===== config.mk =====
export PLATFORM = sky130hd
export DESIGN_NAME = dual_timer_chan
export DESIGN_NICKNAME = d
export VERILOG_FILES = /design/src/rtl/tmr_pkg.sv /design/src/rtl/tmr_prescaler.sv /design/src/rtl/tmr_regfile.sv /design/src/rtl/tmr_count_core.sv /design/src/rtl/dual_timer_chan.sv
export SDC_FILE = /design/constraint.sdc
export NUM_CORES = 1
export LEC_CHECK = 0
export BUFFER_PORTS_ARGS = -buffer_cell sky130_fd_sc_hd__buf_2
export CAP_MARGIN = 20
export CORE_ASPECT_RATIO = 1.75
export CORE_MARGIN = 2
export CORE_UTILIZATION = 40
export DETAILED_ROUTE_END_ITERATION = 8
export HOLD_SLACK_MARGIN = 0.06
export PLACE_DENSITY = 0.61
export SYNTH_ARGS = -nofsm -noshare
export SYNTH_HDL_FRONTEND = slang
export SYNTH_SLANG_ARGS = --single-unit
export TNS_END_PERCENT = 20

===== constraint.sdc =====
create_clock -name clk -period 3 [get_ports clk]
set_input_delay 0.3 -clock clk [delete_from_list [all_inputs] [get_ports clk]]
set_output_delay 0.3 -clock clk [all_outputs]
set_load 0.02 [all_outputs]

===== src/rtl/tmr_pkg.sv =====
package tmr_pkg;

    localparam int HALF_W = 8;
    localparam int CNT_W  = 2 * HALF_W;
    localparam int NIB_W  = HALF_W / 2;
    localparam int REG_AW = 4;
    // Prescaler counter width; must hold the largest division (4096).
    localparam int PSC_W  = 12;

    localparam logic [REG_AW-1:0] A_CTRL_LO = 4'd0;
    localparam logic [REG_AW-1:0] A_CTRL_HI = 4'd1;
    localparam logic [REG_AW-1:0] A_PRE_LO  = 4'd2;
    localparam logic [REG_AW-1:0] A_PRE_HI  = 4'd3;
    localparam logic [REG_AW-1:0] A_PIV_LO  = 4'd4;
    localparam logic [REG_AW-1:0] A_PIV_HI  = 4'd5;
    localparam logic [REG_AW-1:0] A_CNT_LO  = 4'd6;
    localparam logic [REG_AW-1:0] A_CNT_HI  = 4'd7;
    localparam logic [REG_AW-1:0] A_PSC     = 4'd8;
    localparam logic [REG_AW-1:0] A_OSC     = 4'd9;

    localparam int CTL_WIDE   = 7;
    localparam int CTL_RUN    = 2;
    localparam int CTL_RELOAD = 1;
    localparam int NIB_EN     = NIB_W - 1;

    typedef struct packed {
        logic              wide;
        logic              run_lo;
        logic              run_hi;
        logic [CNT_W-1:0]  preset;
        logic [CNT_W-1:0]  pivot;
        logic [HALF_W-1:0] psc;
        logic [1:0]        osc;
    } regs_t;

    typedef struct packed {
        logic [CNT_W-1:0] cnt;
        logic             ev_lo;
        logic             ev_hi;
        logic             ev_pv;
    } core_t;

    typedef struct packed {
        logic [PSC_W-1:0] cnt;
    } psc_t;

    // log2 of the division selected by a 3-bit code for either oscillator.
    function automatic int unsigned div_shift(input logic [2:0] code, input logic slow);
        if (slow) return {29'd0, code};
        case (code)
            3'd0:    return 1;
            3'd1:    return 3;
            3'd2:    return 5;
            3'd3:    return 6;
            3'd4:    return 7;
            3'd5:    return 8;
            3'd6:    return 10;
            default: return 12;
        endcase
    endfunction

    // One down-count step of a byte half: {wrapped, next value}.
    function automatic logic [HALF_W:0] step_half(input logic [HALF_W-1:0] cur,
                                                  input logic [HALF_W-1:0] pre);
        if (cur == '0) return {1'b1, pre};
        return {1'b0, cur - HALF_W'(1)};
    endfunction

endpackage


===== src/rtl/tmr_prescaler.sv =====
module tmr_prescaler
    import tmr_pkg::*;
(
    input  logic             clk,
    input  logic             rst_n,
    input  logic [NIB_W-1:0] cfg_i,
    input  logic             slow_sel_i,
    input  logic             fast_tick_i,
    input  logic             slow_tick_i,
    output logic             tick_o
);

    psc_t             d, q;
    logic             src;
    logic             en;
    logic [PSC_W-1:0] lim_m1;

    always_comb begin
        en     = cfg_i[NIB_EN];
        src    = slow_sel_i ? slow_tick_i : fast_tick_i;
        lim_m1 = ~({PSC_W{1'b1}} << div_shift(cfg_i[2:0], slow_sel_i));
        tick_o = en && src && (q.cnt >= lim_m1);
        d      = q;
        if (!en) begin
            d.cnt = '0;
        end else if (src) begin
            d.cnt = tick_o ? '0 : q.cnt + PSC_W'(1);
        end
    end

    always_ff @(posedge clk or negedge rst_n) begin
        if (!rst_n) q <= '0;
        else        q <= d;
    end

    // with a division above one, two ticks never come back to back
    assert_tick_spacing_R5: assert property (@(posedge clk) disable iff (!rst_n)
        (tick_o && lim_m1 != '0) |=> (!tick_o || lim_m1 == '0));

endmodule


===== src/rtl/tmr_regfile.sv =====
module tmr_regfile
    import tmr_pkg::*;
(
    input  logic              clk,
    input  logic              rst_n,
    input  logic              we_i,
    input  logic [REG_AW-1:0] addr_i,
    input  logic [HALF_W-1:0] wdata_i,
    input  logic [CNT_W-1:0]  cnt_i,
    output logic [HALF_W-1:0] rdata_o,
    output logic              wide_o,
    output logic              run_lo_o,
    output logic              run_hi_o,
    output logic              reload_lo_o,
    output logic              reload_hi_o,
    output logic [CNT_W-1:0]  preset_o,
    output logic [CNT_W-1:0]  pivot_o,
    output logic [HALF_W-1:0] psc_o,
    output logic [1:0]        osc_o
);

    regs_t d, q;

    always_comb begin
        d = q;
        if (we_i) begin
            case (addr_i)
                A_CTRL_LO: begin
                    d.wide   = wdata_i[CTL_WIDE];
                    d.run_lo = wdata_i[CTL_RUN];
                end
                A_CTRL_HI: d.run_hi = wdata_i[CTL_RUN];
                A_PRE_LO:  d.preset[HALF_W-1:0]     = wdata_i;
                A_PRE_HI:  d.preset[CNT_W-1:HALF_W] = wdata_i;
                A_PIV_LO:  d.pivot[HALF_W-1:0]      = wdata_i;
                A_PIV_HI:  d.pivot[CNT_W-1:HALF_W]  = wdata_i;
                A_PSC:     d.psc = wdata_i;
                A_OSC:     d.osc = wdata_i[1:0];
                default: ;
            endcase
        end
    end

    always_ff @(posedge clk or negedge rst_n) begin
        if (!rst_n) q <= '0;
        else        q <= d;
    end

    // Reload requests act on the write edge and are never stored.
    assign reload_lo_o = we_i && (addr_i == A_CTRL_LO) && wdata_i[CTL_RELOAD];
    assign reload_hi_o = we_i && (addr_i == A_CTRL_HI) && wdata_i[CTL_RELOAD];

    assign wide_o   = q.wide;
    assign run_lo_o = q.run_lo;
    assign run_hi_o = q.run_hi;
    assign preset_o = q.preset;
    assign pivot_o  = q.pivot;
    assign psc_o    = q.psc;
    assign osc_o    = q.osc;

    always_comb begin
        rdata_o = '0;
        case (addr_i)
            A_CTRL_LO: begin
                rdata_o[CTL_WIDE] = q.wide;
                rdata_o[CTL_RUN]  = q.run_lo;
            end
            A_CTRL_HI: rdata_o[CTL_RUN] = q.run_hi;
            A_PRE_LO:  rdata_o = q.preset[HALF_W-1:0];
            A_PRE_HI:  rdata_o = q.preset[CNT_W-1:HALF_W];
            A_PIV_LO:  rdata_o = q.pivot[HALF_W-1:0];
            A_PIV_HI:  rdata_o = q.pivot[CNT_W-1:HALF_W];
            A_CNT_LO:  rdata_o = cnt_i[HALF_W-1:0];
            A_CNT_HI:  rdata_o = cnt_i[CNT_W-1:HALF_W];
            A_PSC:     rdata_o = q.psc;
            A_OSC:     rdata_o[1:0] = q.osc;
            default: ;
        endcase
    end

    // a written pivot byte is what the compare sees on the next cycle
    assert_pivot_store_R1: assert property (@(posedge clk) disable iff (!rst_n)
        (we_i && addr_i == A_PIV_LO) |=> (pivot_o[HALF_W-1:0] == $past(wdata_i)));

endmodule


===== src/rtl/tmr_count_core.sv =====
module tmr_count_core
    import tmr_pkg::*;
(
    input  logic             clk,
    input  logic             rst_n,
    input  logic             wide_i,
    input  logic             run_lo_i,
    input  logic             run_hi_i,
    input  logic             reload_lo_i,
    input  logic             reload_hi_i,
    input  logic             tick_lo_i,
    input  logic             tick_hi_i,
    input  logic [CNT_W-1:0] preset_i,
    input  logic [CNT_W-1:0] pivot_i,
    output logic [CNT_W-1:0] cnt_o,
    output logic             ev_lo_o,
    output logic             ev_hi_o,
    output logic             ev_pv_o
);

    core_t            d, q;
    logic [HALF_W:0]  lo_step, hi_step;

    always_comb begin
        d       = q;
        d.ev_lo = 1'b0;
        d.ev_hi = 1'b0;
        d.ev_pv = 1'b0;
        lo_step = step_half(q.cnt[HALF_W-1:0], preset_i[HALF_W-1:0]);
        hi_step = step_half(q.cnt[CNT_W-1:HALF_W], preset_i[CNT_W-1:HALF_W]);
        if (wide_i) begin
            if (reload_lo_i) begin
                d.cnt = preset_i;
            end else if (run_lo_i && tick_lo_i) begin
                if (q.cnt == '0) begin
                    d.cnt   = preset_i;
                    d.ev_hi = 1'b1;
                end else begin
                    d.cnt = q.cnt - CNT_W'(1);
                end
                d.ev_pv = (d.cnt == pivot_i);
            end
        end else begin
            if (reload_lo_i) begin
                d.cnt[HALF_W-1:0] = preset_i[HALF_W-1:0];
            end else if (run_lo_i && tick_lo_i) begin
                d.cnt[HALF_W-1:0] = lo_step[HALF_W-1:0];
                d.ev_lo           = lo_step[HALF_W];
                d.ev_pv           = (lo_step[HALF_W-1:0] == pivot_i[HALF_W-1:0]);
            end
            if (reload_hi_i) begin
                d.cnt[CNT_W-1:HALF_W] = preset_i[CNT_W-1:HALF_W];
            end else if (run_hi_i && tick_hi_i) begin
                d.cnt[CNT_W-1:HALF_W] = hi_step[HALF_W-1:0];
                d.ev_hi               = hi_step[HALF_W];
            end
        end
    end

    always_ff @(posedge clk or negedge rst_n) begin
        if (!rst_n) q <= '0;
        else        q <= d;
    end

    assign cnt_o   = q.cnt;
    assign ev_lo_o = q.ev_lo;
    assign ev_hi_o = q.ev_hi;
    assign ev_pv_o = q.ev_pv;

    // the low overflow never fires while joined
    assert_lo_ovf_split_only_R3: assert property (@(posedge clk) disable iff (!rst_n)
        ev_lo_o |-> !$past(wide_i));

    // a split-mode reload lands the preset and suppresses the low overflow
    assert_reload_wins_R4: assert property (@(posedge clk) disable iff (!rst_n)
        (reload_lo_i && !wide_i) |=> (cnt_o[HALF_W-1:0] == $past(preset_i[HALF_W-1:0]) && !ev_lo_o));

    // a joined overflow only follows a count of zero
    assert_ovf_from_zero_R2: assert property (@(posedge clk) disable iff (!rst_n)
        (ev_hi_o && $past(wide_i)) |-> ($past(cnt_o) == '0));

    // a pivot pulse always leaves the count on the pivot value
    assert_pivot_hit_R9: assert property (@(posedge clk) disable iff (!rst_n)
        ev_pv_o |-> ($past(wide_i) ? (cnt_o == $past(pivot_i))
                                   : (cnt_o[HALF_W-1:0] == $past(pivot_i[HALF_W-1:0]))));

endmodule


===== src/rtl/dual_timer_chan.sv =====
module dual_timer_chan
    import tmr_pkg::*;
(
    input  logic              clk,
    input  logic              rst_n,
    input  logic              bus_we,
    input  logic [REG_AW-1:0] bus_addr,
    input  logic [HALF_W-1:0] bus_wdata,
    output logic [HALF_W-1:0] bus_rdata,
    input  logic              fast_tick,
    input  logic              slow_tick,
    output logic              lo_ovf_pulse,
    output logic              hi_ovf_pulse,
    output logic              pivot_pulse
);

    localparam int N_HALF = CNT_W / HALF_W;

    logic              wide, run_lo, run_hi, reload_lo, reload_hi;
    logic [CNT_W-1:0]  preset, pivot, cnt;
    logic [HALF_W-1:0] psc;
    logic [1:0]        osc;
    logic [N_HALF-1:0] half_tick;

    tmr_regfile u_regs (
        .clk         (clk),
        .rst_n       (rst_n),
        .we_i        (bus_we),
        .addr_i      (bus_addr),
        .wdata_i     (bus_wdata),
        .cnt_i       (cnt),
        .rdata_o     (bus_rdata),
        .wide_o      (wide),
        .run_lo_o    (run_lo),
        .run_hi_o    (run_hi),
        .reload_lo_o (reload_lo),
        .reload_hi_o (reload_hi),
        .preset_o    (preset),
        .pivot_o     (pivot),
        .psc_o       (psc),
        .osc_o       (osc)
    );

    for (genvar g = 0; g < N_HALF; g++) begin : g_psc
        tmr_prescaler u_psc (
            .clk         (clk),
            .rst_n       (rst_n),
            .cfg_i       (psc[g*NIB_W +: NIB_W]),
            .slow_sel_i  (osc[g]),
            .fast_tick_i (fast_tick),
            .slow_tick_i (slow_tick),
            .tick_o      (half_tick[g])
        );
    end

    tmr_count_core u_core (
        .clk         (clk),
        .rst_n       (rst_n),
        .wide_i      (wide),
        .run_lo_i    (run_lo),
        .run_hi_i    (run_hi),
        .reload_lo_i (reload_lo),
        .reload_hi_i (reload_hi),
        .tick_lo_i   (half_tick[0]),
        .tick_hi_i   (half_tick[1]),
        .preset_i    (preset),
        .pivot_i     (pivot),
        .cnt_o       (cnt),
        .ev_lo_o     (lo_ovf_pulse),
        .ev_hi_o     (hi_ovf_pulse),
        .ev_pv_o     (pivot_pulse)
    );

endmodule


==> impl_metrics.prom, run 1 <==
# TYPE chip_impl_metric gauge
chip_impl_metric{name="holdBufCountCts",unit=""} 0
chip_impl_metric{name="first_global_vias",unit=""} 6322
chip_impl_metric{name="syn-num-nets",unit=""} 793
chip_impl_metric{name="die_x",unit="um"} 101
chip_impl_metric{name="design.die.area",unit="um2"} 17500
chip_impl_info{name="min_path_type",value="in2async"} 1
chip_impl_metric{name="m1WireLength",unit="um"} 7800
chip_impl_metric{name="final_antenna_net_count",unit=""} 0
chip_impl_metric{name="net_count_final",unit=""} 852
chip_impl_metric{name="drv_slew",unit=""} 0
chip_impl_info{name="routed.top_layer",value="met4"} 1
chip_impl_metric{name="synth_enable_flop_cells",unit=""} 0
chip_impl_metric{name="ys_seq_area_share",unit="%"} 33.6
chip_impl_metric{name="crit_path_max_fanout",unit=""} 2
chip_impl_info{name="clock_tree.root_cell",value="clkbuf_16"} 1
chip_impl_metric{name="start_util",unit="%"} 40.5
chip_impl_metric{name="ff2ff_setup_slack",unit="ns"} -0.11
chip_impl_metric{name="detail_route.wl_per_cell",unit="um"} 22.1
chip_impl_info{name="netlist_top_cells_count",value="dfrtp_1 (88), nand2_1 (70), o21ai_0 (58)"} 1
chip_impl_metric{name="fin_hold_ws",unit="ns"} 0.0593
chip_impl_metric{name="io_pins",unit=""} 28
chip_impl_metric{name="flow.area_growth_from_synthesis",unit="%"} 18.4
chip_impl_metric{name="antenna_found_initial",unit=""} 0
chip_impl_metric{name="met3WireLength",unit="um"} 940
chip_impl_metric{name="via_per_inst",unit=""} 6.21
chip_impl_info{name="startpoint_type",value="flop"} 1
chip_impl_metric{name="finalCriticalPeriod",unit="ns"} 3.11
chip_impl_info{name="post-synth-top-area-cell",value="dfrtp_1"} 1
chip_impl_metric{name="worstPathRequired",unit="ns"} 3.26
chip_impl_info{name="cp-end-kind",value="flop"} 1
chip_impl_info{name="synth_top_family_by_area",value="simple AND/OR/NAND/NOR gates"} 1
chip_impl_metric{name="yosys-mux-area-fraction",unit="%"} 12.2
chip_impl_info{name="setup.worst_path.class",value="reg2reg"} 1
chip_impl_info{name="synth_flop_cell",value="dfrtp_1"} 1
chip_impl_metric{name="synthSimpleGateAreaFrac",unit="%"} 19.4
chip_impl_metric{name="finalSetupViolations",unit=""} 15
chip_impl_metric{name="stdcell_count",unit=""} 1002
chip_impl_metric{name="synth_top_cell_area_share",unit="%"} 33.6
chip_impl_metric{name="achievable-frequency",unit="MHz"} 322
chip_impl_metric{name="std_cell_rows",unit=""} 62
chip_impl_metric{name="setup_tns",unit="ns"} -0.579
chip_impl_metric{name="worst_slew_margin_rel",unit="%"} 38.0
chip_impl_metric{name="drt-pass1-iter-count",unit=""} 5
chip_impl_metric{name="critPathBufInv",unit=""} 1
chip_impl_metric{name="clkSinkCount",unit=""} 88
chip_impl_info{name="timing.critical_path.mode_cell",value="or4_4"} 1
chip_impl_metric{name="cts.clk_slew.worst_paths",unit="ns"} 0.07
chip_impl_metric{name="postLayoutSetupSlackWorst",unit="ns"} -0.109
chip_impl_info{name="yosys-top-cells-area",value="dfrtp_1 (34%), mux2_2 (8.9%), ha_1 (5.5%), o21ai_0 (4.4%), nand2_1 (4.0%)"} 1
chip_impl_metric{name="drive_above_1_share",unit="%"} 23.7
chip_impl_metric{name="drt_first_iter_violations",unit=""} 425
chip_impl_metric{name="postSynthRegisterBits",unit=""} 88
chip_impl_metric{name="final_util",unit="%"} 47.9
chip_impl_metric{name="core",unit="um2"} 16200
chip_impl_metric{name="grt-ovfl-total",unit=""} 0
chip_impl_metric{name="critPathArrivalTime",unit="ns"} 3.37
chip_impl_metric{name="dpl.cell_count",unit=""} 984
chip_impl_metric{name="maximum_number_of_pins_on_one_net_before_global_route_repair",unit=""} 69
chip_impl_metric{name="cts-buffers-inserted",unit=""} 9
chip_impl_metric{name="finalCritPeriodShare",unit="%"} 104
chip_impl_metric{name="post_synth.cell_area_avg",unit="um2"} 8.79
chip_impl_info{name="status",value="complete, but fails checks"} 1
chip_impl_metric{name="ys_types",unit=""} 64
chip_impl_metric{name="synthXorXnorAreaFrac",unit="%"} 5.51
chip_impl_metric{name="crit_path_max_incr_delay",unit="ns"} 0.55
chip_impl_info{name="crit_family",value="simple AND/OR/NAND/NOR gates"} 1
chip_impl_info{name="unrepaired_setup_endpoints_after_global_routing",value="yes"} 1
chip_impl_metric{name="synth_compound_gate_area_share",unit="%"} 19.1
chip_impl_metric{name="routed-wl-met2",unit="um"} 11600
chip_impl_metric{name="final-hold-violation-count",unit=""} 0
chip_impl_metric{name="grt.total_usage",unit="%"} 25.8
chip_impl_metric{name="standby_leakage_power",unit="nW"} 3.44
chip_impl_metric{name="die-height",unit="um"} 173
chip_impl_metric{name="power.ir.vdd_worst",unit="mV"} 0.301
chip_impl_info{name="tritoncts",value="built"} 1
chip_impl_metric{name="cts_max_path_buffers",unit=""} 2
chip_impl_metric{name="htree_num_levels",unit=""} 3
chip_impl_metric{name="share_of_flip_flops_with_an_asynchronous_set_or_reset",unit="%"} 100
chip_impl_info{name="synthMostInstantiatedCell",value="dfrtp_1"} 1
chip_impl_metric{name="post_synth_inst_count",unit=""} 747
chip_impl_metric{name="drc_errors",unit=""} 0
chip_impl_metric{name="insertedDiodeCount",unit=""} 0
chip_impl_metric{name="yosys_warnings",unit=""} 0
chip_impl_metric{name="synthesized_area_fraction_occupied_by_adder_cells",unit="%"} 5.68
chip_impl_metric{name="max_slew.worst_pin.slew",unit="ns"} 0.930
chip_impl_metric{name="first_pass_grt_wire_length",unit="um"} 34600
chip_impl_metric{name="placement.io_buffers",unit=""} 27
chip_impl_metric{name="detailed_place_hpwl",unit="um"} 16900
chip_impl_metric{name="via_count",unit=""} 6219
chip_impl_info{name="timing.critical_path.slowest_stage_cell",value="or4_4"} 1
chip_impl_info{name="violations_in_the_final_reports",value="setup timing"} 1
chip_impl_metric{name="max_cap_violations",unit=""} 0
chip_impl_metric{name="clkLatencyLatePin",unit="ns"} 0.35
chip_impl_metric{name="n_fill_cell",unit=""} 1558
chip_impl_metric{name="finalWeightedCongestion",unit=""} 1.01
chip_impl_metric{name="syn-cell-area",unit="um2"} 6560
chip_impl_info{name="cp_cell_sequence",value="or4_4 -> ha_4 -> nand2b_4 -> a2111o_1 -> a311oi_4 -> buf_4 -> or4_4 -> or4_1 -> o22ai_1"} 1
chip_impl_metric{name="powerDensity",unit="nW/um2"} 683
chip_impl_metric{name="wirelength",unit="um"} 22100
chip_impl_metric{name="timing.clock.skew",unit="ns"} 0.0102
-- area by class of cell --
class | count | area [um2] | share of cell area (%)
repair buffers | 93 | 692 | 8.90
multi-input cells | 584 | 4210 | 54.1
well taps | 192 | 240 | 3.09
inverters | 30 | 113 | 1.45
flip-flops and latches | 88 | 2200 | 28.3
clock inverters | 6 | 93.8 | 1.21
clock buffers | 9 | 225 | 2.90
-- placed cells by master (no fill, tap or decap), types with 25 or more instances in the layout --
master   Yosys  layout
nand2_1     70      69
ha_1        29      27
buf_2        3      26
buf_4        1      62
xnor2_1     25      25
dfrtp_1     88      88
nand3_1     30      28
inv_1       30      30
o21ai_0     58      51
a21oi_1     44      38
mux2_2      52      52
nor2_1      46      43
-- path summary, 6_finish.rpt --
kind | depth (start not counted) | end | from
min in group clk | 3 | u_regs.pivot_o[11] | bus_wdata[3]
max in group asynchronous | 2 | u_core.cnt_o[8] | rst_n
worst max-delay path | 9 | u_core.ev_pv_o | u_regs.psc_o[1]
worst min register to register | 1 | g_psc[0].u_psc.q[11] | g_psc[0].u_psc.q[11]
worst max register to register | 9 | u_core.ev_pv_o | u_regs.psc_o[1]
worst min-delay path | 1 | g_psc[1].u_psc.q[3] | rst_n
-- power breakdown --
part	total [mW]	switching [mW]	internal [mW]	leakage [nW]
combinational	2.31	1.26	1.05	2.16
sequential	1.77	0.360	1.41	1.12
clock	1.23	0.496	0.733	0.157
-- registers in the layout, summed over array words and instances, names as in the netlist --
signal and count:
g_psc.u_psc.q 24, u_core.cnt_o 16, u_regs.pivot_o 16, u_regs.preset_o 16, u_regs.psc_o 8, u_regs.osc_o 2
u_core.ev_hi_o 1, u_core.ev_lo_o 1, u_core.ev_pv_o 1, u_regs.run_hi_o 1, u_regs.run_lo_o 1, u_regs.wide_o 1
-- repair_timing --
| item | in CTS | in global routing |
|---|---|---|
| cloned | 0 | 1 |
| buffers inserted | 2 | 1 |
| pin swaps | 9 | 12 |
| resized for setup | 12 | 24 |
| setup endpoints to repair | 17 | 22 |
-- logic make-up after synthesis --
| logic type | count (synthesis) |
|---|---|
| and+or+nand+nor | 253 |
| AOI/OAI and AO/OA | 195 |
| DFF | 88 |
| buffers and inverters | 75 |
| muxes | 71 |
| xor gates and xnor gates | 35 |
| adders and majority gates | 30 |
-- per-layer routing --
metal / global-route usage [%] / vias up
li1: - / 2864
met1: 27.3 / 3017
met2: 46.0 / 252
met3: 3.19 / 86
met4: 18.0 / 0
met5: 0 / -
-- through the flow --
step | area, um2 | setup WS, ns | total power, mW
after floorplan | 6570 | -0.000925 | 3.16
after global placement | 7270 | -0.171 | 3.93
after detailed placement | 7270 | -0.238 | 3.99
after CTS | 7640 | -0.0746 | 5.24
after global routing | 7770 | -0.169 | 5.60
final | 7770 | -0.109 | 5.31
(Power assumes the default switching activity.)
==> run 2: changes to the inputs <==
--- a/config.mk
+++ b/config.mk
@@ -5,14 +5,16 @@
 export SDC_FILE = /design/constraint.sdc
 export NUM_CORES = 1
 export LEC_CHECK = 0
+export ABC_AREA = 1
 export BUFFER_PORTS_ARGS = -buffer_cell sky130_fd_sc_hd__buf_2
 export CAP_MARGIN = 20
 export CORE_ASPECT_RATIO = 1.75
 export CORE_MARGIN = 2
-export CORE_UTILIZATION = 40
+export CORE_UTILIZATION = 55
 export DETAILED_ROUTE_END_ITERATION = 8
+export GPL_ROUTABILITY_DRIVEN = 0
 export HOLD_SLACK_MARGIN = 0.06
-export PLACE_DENSITY = 0.61
+export PLACE_DENSITY = 0.78
 export SYNTH_ARGS = -nofsm -noshare
 export SYNTH_HDL_FRONTEND = slang
 export SYNTH_SLANG_ARGS = --single-unit
==> impl_metrics.prom, run 2 <==
# TYPE chip_impl_metric gauge
chip_impl_metric{name="finalCriticalPeriod",unit="ns"} 2.75
chip_impl_metric{name="syn-num-nets",unit=""} 1009
chip_impl_metric{name="io_pins",unit=""} 28
chip_impl_metric{name="power.ir.vdd_worst",unit="mV"} 0.422
chip_impl_metric{name="min_path_cells",unit=""} 3
chip_impl_info{name="tritoncts",value="built"} 1
chip_impl_info{name="commonest_cells_after_routing_fill_and_taps_aside",value="nand2_1 (264), inv_1 (130), o21ai_0 (105)"} 1
chip_impl_metric{name="syn-cell-area",unit="um2"} 6570
chip_impl_metric{name="share_of_flip_flops_with_an_asynchronous_set_or_reset",unit="%"} 100
chip_impl_metric{name="yosys_warnings",unit=""} 0
chip_impl_metric{name="drt_first_iter_violations",unit=""} 484
chip_impl_metric{name="power.switching",unit="mW"} 2.32
chip_impl_metric{name="post_synth_inst_count",unit=""} 963
chip_impl_metric{name="drv_slew",unit=""} 0
chip_impl_metric{name="comb_power_share",unit="%"} 42.6
chip_impl_metric{name="pwr-share-clk",unit="%"} 23.3
chip_impl_info{name="setup.worst_path.class",value="reg2reg"} 1
chip_impl_metric{name="grt-ovfl-total",unit=""} 0
chip_impl_metric{name="postSynthRegisterBits",unit=""} 88
chip_impl_metric{name="final-hold-violation-count",unit=""} 0
chip_impl_metric{name="antenna_found_initial",unit=""} 0
chip_impl_metric{name="timing.clock.skew",unit="ns"} 0.0122
chip_impl_metric{name="htree_num_levels",unit=""} 3
chip_impl_info{name="netlist_top_cells_count",value="nand2_1 (265), inv_1 (130), o21ai_0 (105)"} 1
chip_impl_metric{name="achievable-frequency",unit="MHz"} 364
chip_impl_info{name="unrepaired_setup_endpoints_after_global_routing",value="no"} 1
chip_impl_metric{name="synth_enable_flop_cells",unit=""} 0
chip_impl_metric{name="design.die.area",unit="um2"} 12900
chip_impl_metric{name="standby_leakage_power",unit="nW"} 3.55
chip_impl_info{name="layout_commonest_cell",value="nand2_1"} 1
chip_impl_metric{name="post_synth.cell_area_avg",unit="um2"} 6.82
chip_impl_metric{name="crit_path_max_fanout",unit=""} 15
chip_impl_info{name="routed.top_layer",value="met4"} 1
chip_impl_info{name="synth_flop_cell",value="dfrtp_1"} 1
chip_impl_metric{name="synth_top_cell_area_share",unit="%"} 33.5
chip_impl_info{name="hold_path_start",value="bus_wdata[0]"} 1
chip_impl_info{name="top_register_by_number_of_flip_flops",value="g_psc.u_psc.q"} 1
chip_impl_info{name="status",value="finished, final reports clean"} 1
chip_impl_metric{name="largest_register_ffs",unit=""} 24
chip_impl_metric{name="finalSetupViolations",unit=""} 0
chip_impl_info{name="timing.critical_path.slowest_stage_cell",value="ha_1"} 1
chip_impl_metric{name="path_depth",unit=""} 14
chip_impl_metric{name="ys_types",unit=""} 41
chip_impl_metric{name="max_cap_violations",unit=""} 0
chip_impl_metric{name="setup_tns",unit="ns"} 0
chip_impl_metric{name="insertedDiodeCount",unit=""} 0
chip_impl_metric{name="crit_path_max_incr_delay",unit="ns"} 0.42
chip_impl_metric{name="met3WireLength",unit="um"} 1250
chip_impl_metric{name="net_count_final",unit=""} 1035
chip_impl_metric{name="critPathArrivalTime",unit="ns"} 3.04
chip_impl_metric{name="die_x",unit="um"} 86.6
chip_impl_metric{name="cts_max_path_buffers",unit=""} 2
chip_impl_metric{name="detailed_place_hpwl",unit="um"} 15800
chip_impl_info{name="crit_family",value="simple AND/OR/NAND/NOR gates"} 1
chip_impl_metric{name="post_cts.repair.setup_buffers",unit=""} 0
chip_impl_metric{name="sequential_share_of_power",unit="%"} 34.1
chip_impl_metric{name="first_global_vias",unit=""} 6562
chip_impl_metric{name="dpl.cell_count",unit=""} 1112
chip_impl_info{name="cp-end-kind",value="flop"} 1
chip_impl_metric{name="drc_errors",unit=""} 0
chip_impl_metric{name="via_per_inst",unit=""} 5.98
chip_impl_metric{name="first_pass_grt_wire_length",unit="um"} 32500
chip_impl_info{name="min_to",value="u_regs.preset_o[0]"} 1
chip_impl_metric{name="start_util",unit="%"} 56.7
chip_impl_metric{name="via_count",unit=""} 6750
chip_impl_metric{name="final_antenna_net_count",unit=""} 0
chip_impl_info{name="endpoint_of_the_worst_register_to_register_path",value="u_core.ev_pv_o"} 1
chip_impl_metric{name="flow.area_growth_from_synthesis",unit="%"} 9.11
chip_impl_metric{name="cellInternalPower",unit="mW"} 2.81
chip_impl_metric{name="worst_slew_margin_rel",unit="%"} 57.6
chip_impl_metric{name="std_cell_rows",unit=""} 52
chip_impl_metric{name="powerDensity",unit="nW/um2"} 716
chip_impl_metric{name="m1WireLength",unit="um"} 7150
chip_impl_metric{name="finalPower",unit="mW"} 5.13
chip_impl_info{name="r2r_start",value="u_core.cnt_o[8]"} 1
chip_impl_metric{name="clkSinkCount",unit=""} 88
chip_impl_metric{name="grt.total_usage",unit="%"} 33.0
chip_impl_metric{name="critPathBufInv",unit=""} 2
chip_impl_metric{name="cts.clk_slew.worst_paths",unit="ns"} 0.07
chip_impl_metric{name="worst_r2r_path_depth",unit=""} 14
chip_impl_info{name="yosys-top-cells-area",value="dfrtp_1 (34%), nand2_1 (15%), o21ai_0 (8.0%), inv_1 (7.4%), nand3_1 (6.8%)"} 1
chip_impl_metric{name="worstPathRequired",unit="ns"} 3.29
chip_impl_info{name="synthMostInstantiatedCell",value="nand2_1"} 1
chip_impl_metric{name="placement.io_buffers",unit=""} 27
chip_impl_metric{name="cts-buffers-inserted",unit=""} 9
chip_impl_metric{name="swShare",unit="%"} 45.2
chip_impl_info{name="startpoint_type",value="flop"} 1
chip_impl_metric{name="finalCritPeriodShare",unit="%"} 91.6
chip_impl_metric{name="ys_seq_area_share",unit="%"} 33.5
chip_impl_metric{name="drive_above_1_share",unit="%"} 8.75
chip_impl_info{name="timing.critical_path.mode_cell",value="nand2_1"} 1
chip_impl_metric{name="die-height",unit="um"} 149
chip_impl_metric{name="wirelength",unit="um"} 20500
chip_impl_info{name="min_path_type",value="in2reg"} 1
chip_impl_metric{name="ff2ff_setup_slack",unit="ns"} 0.25
chip_impl_metric{name="stdcell_count",unit=""} 1129
chip_impl_metric{name="drt-pass1-iter-count",unit=""} 5
chip_impl_metric{name="max_slew.worst_pin.slew",unit="ns"} 0.634
chip_impl_metric{name="clkLatencyLatePin",unit="ns"} 0.36
chip_impl_info{name="cp_cell_sequence",value="inv_1 -> ha_1 -> nand2_4 -> nor2_4 -> nand2_4 -> inv_2 -> nand2_1 -> nand3_1 -> nand2_1 -> nor2_1 -> nand2_1 -> nor2_1 -> nand2_1 -> a21oi_2"} 1
chip_impl_metric{name="routed-wl-met2",unit="um"} 10300
chip_impl_metric{name="core",unit="um2"} 11600
chip_impl_info{name="post-synth-top-area-cell",value="dfrtp_1"} 1
chip_impl_metric{name="maximum_number_of_pins_on_one_net_before_global_route_repair",unit=""} 46
chip_impl_metric{name="detail_route.wl_per_cell",unit="um"} 18.1
chip_impl_info{name="clock_tree.root_cell",value="clkbuf_16"} 1
## run 2: what timing repair did
item	CTS	global route
hold buffers	1	0
endpoints found under the setup margin	0	19
gates resized for setup	0	5
endpoints found under the hold margin	43	0
## run 2: final cells by class
type	instances	area [um2]
clock buffer	11	243
clock inverter	5	63.8
fill	1099	4420
inverter	135	507
multi-input combinational	716	3750
sequential	88	2200
tap	135	169
timing repair buffer	39	230
## run 2: cells by family (layout without fill, tap and decap cells)
kind of cell / count (synthesis) / in the layout / share of synthesized area [%]
XOR/XNOR: 17 / 17 / 2.27
AND/OR/NAND/NOR: 460 / 460 / 30.7
adder cells (fa/ha/maj): 29 / 29 / 5.53
AO/OA/AOI/OAI: 210 / 210 / 18.4
buffers and inverters: 159 / 190 / 9.61
flip-flops: 88 / 88 / 33.5
## run 2: worst max-delay path by stage
stage                               start                to
final                     u_core.cnt_o[8]    u_core.ev_pv_o
after global routing      u_regs.psc_o[0]  u_core.cnt_o[15]
after CTS                 u_regs.psc_o[0]    u_core.ev_pv_o
after detailed placement  u_regs.psc_o[0]    u_core.ev_pv_o
after global placement    u_regs.psc_o[0]    u_core.ev_pv_o
after floorplan           u_regs.psc_o[2]   u_core.cnt_o[9]
## run 2: tightest hold or removal path: cells and delay by family
kind / cells / cell delay [ns]
compound gates: 1 / 0.06
buf+inv: 1 / 0.08
simple gates: 1 / 0.04
## run 2: metrics by stage
step                      setup WS [ns]  util [%]  hold slack [ns]  area, um2
after floorplan                   0.474         -          0.00441       6570
after global placement            0.126      59.0            0.351       6830
after detailed placement         0.0886      59.0            0.354       6830
after CTS                        0.0718      61.7            0.167       7150
after global routing             0.0286      61.9            0.194       7160
final                             0.251      61.9            0.167       7160
## run 2: metal layers
metal	vias up	track usage, %
met1	3080	34.6
li1	3262	-
met3	112	5.44
met4	0	25.2
met2	296	57.3
met5	-	0
## run 2: power groups by stage
stage	registers [mW]	logic [mW]	clock network, mW
after floorplan	1.63	1.63	0
after CTS	1.73	2.14	1.20
final	1.75	2.19	1.19
after global placement	1.75	2.09	0
after global routing	1.77	2.46	1.25
after detailed placement	1.75	2.12	0
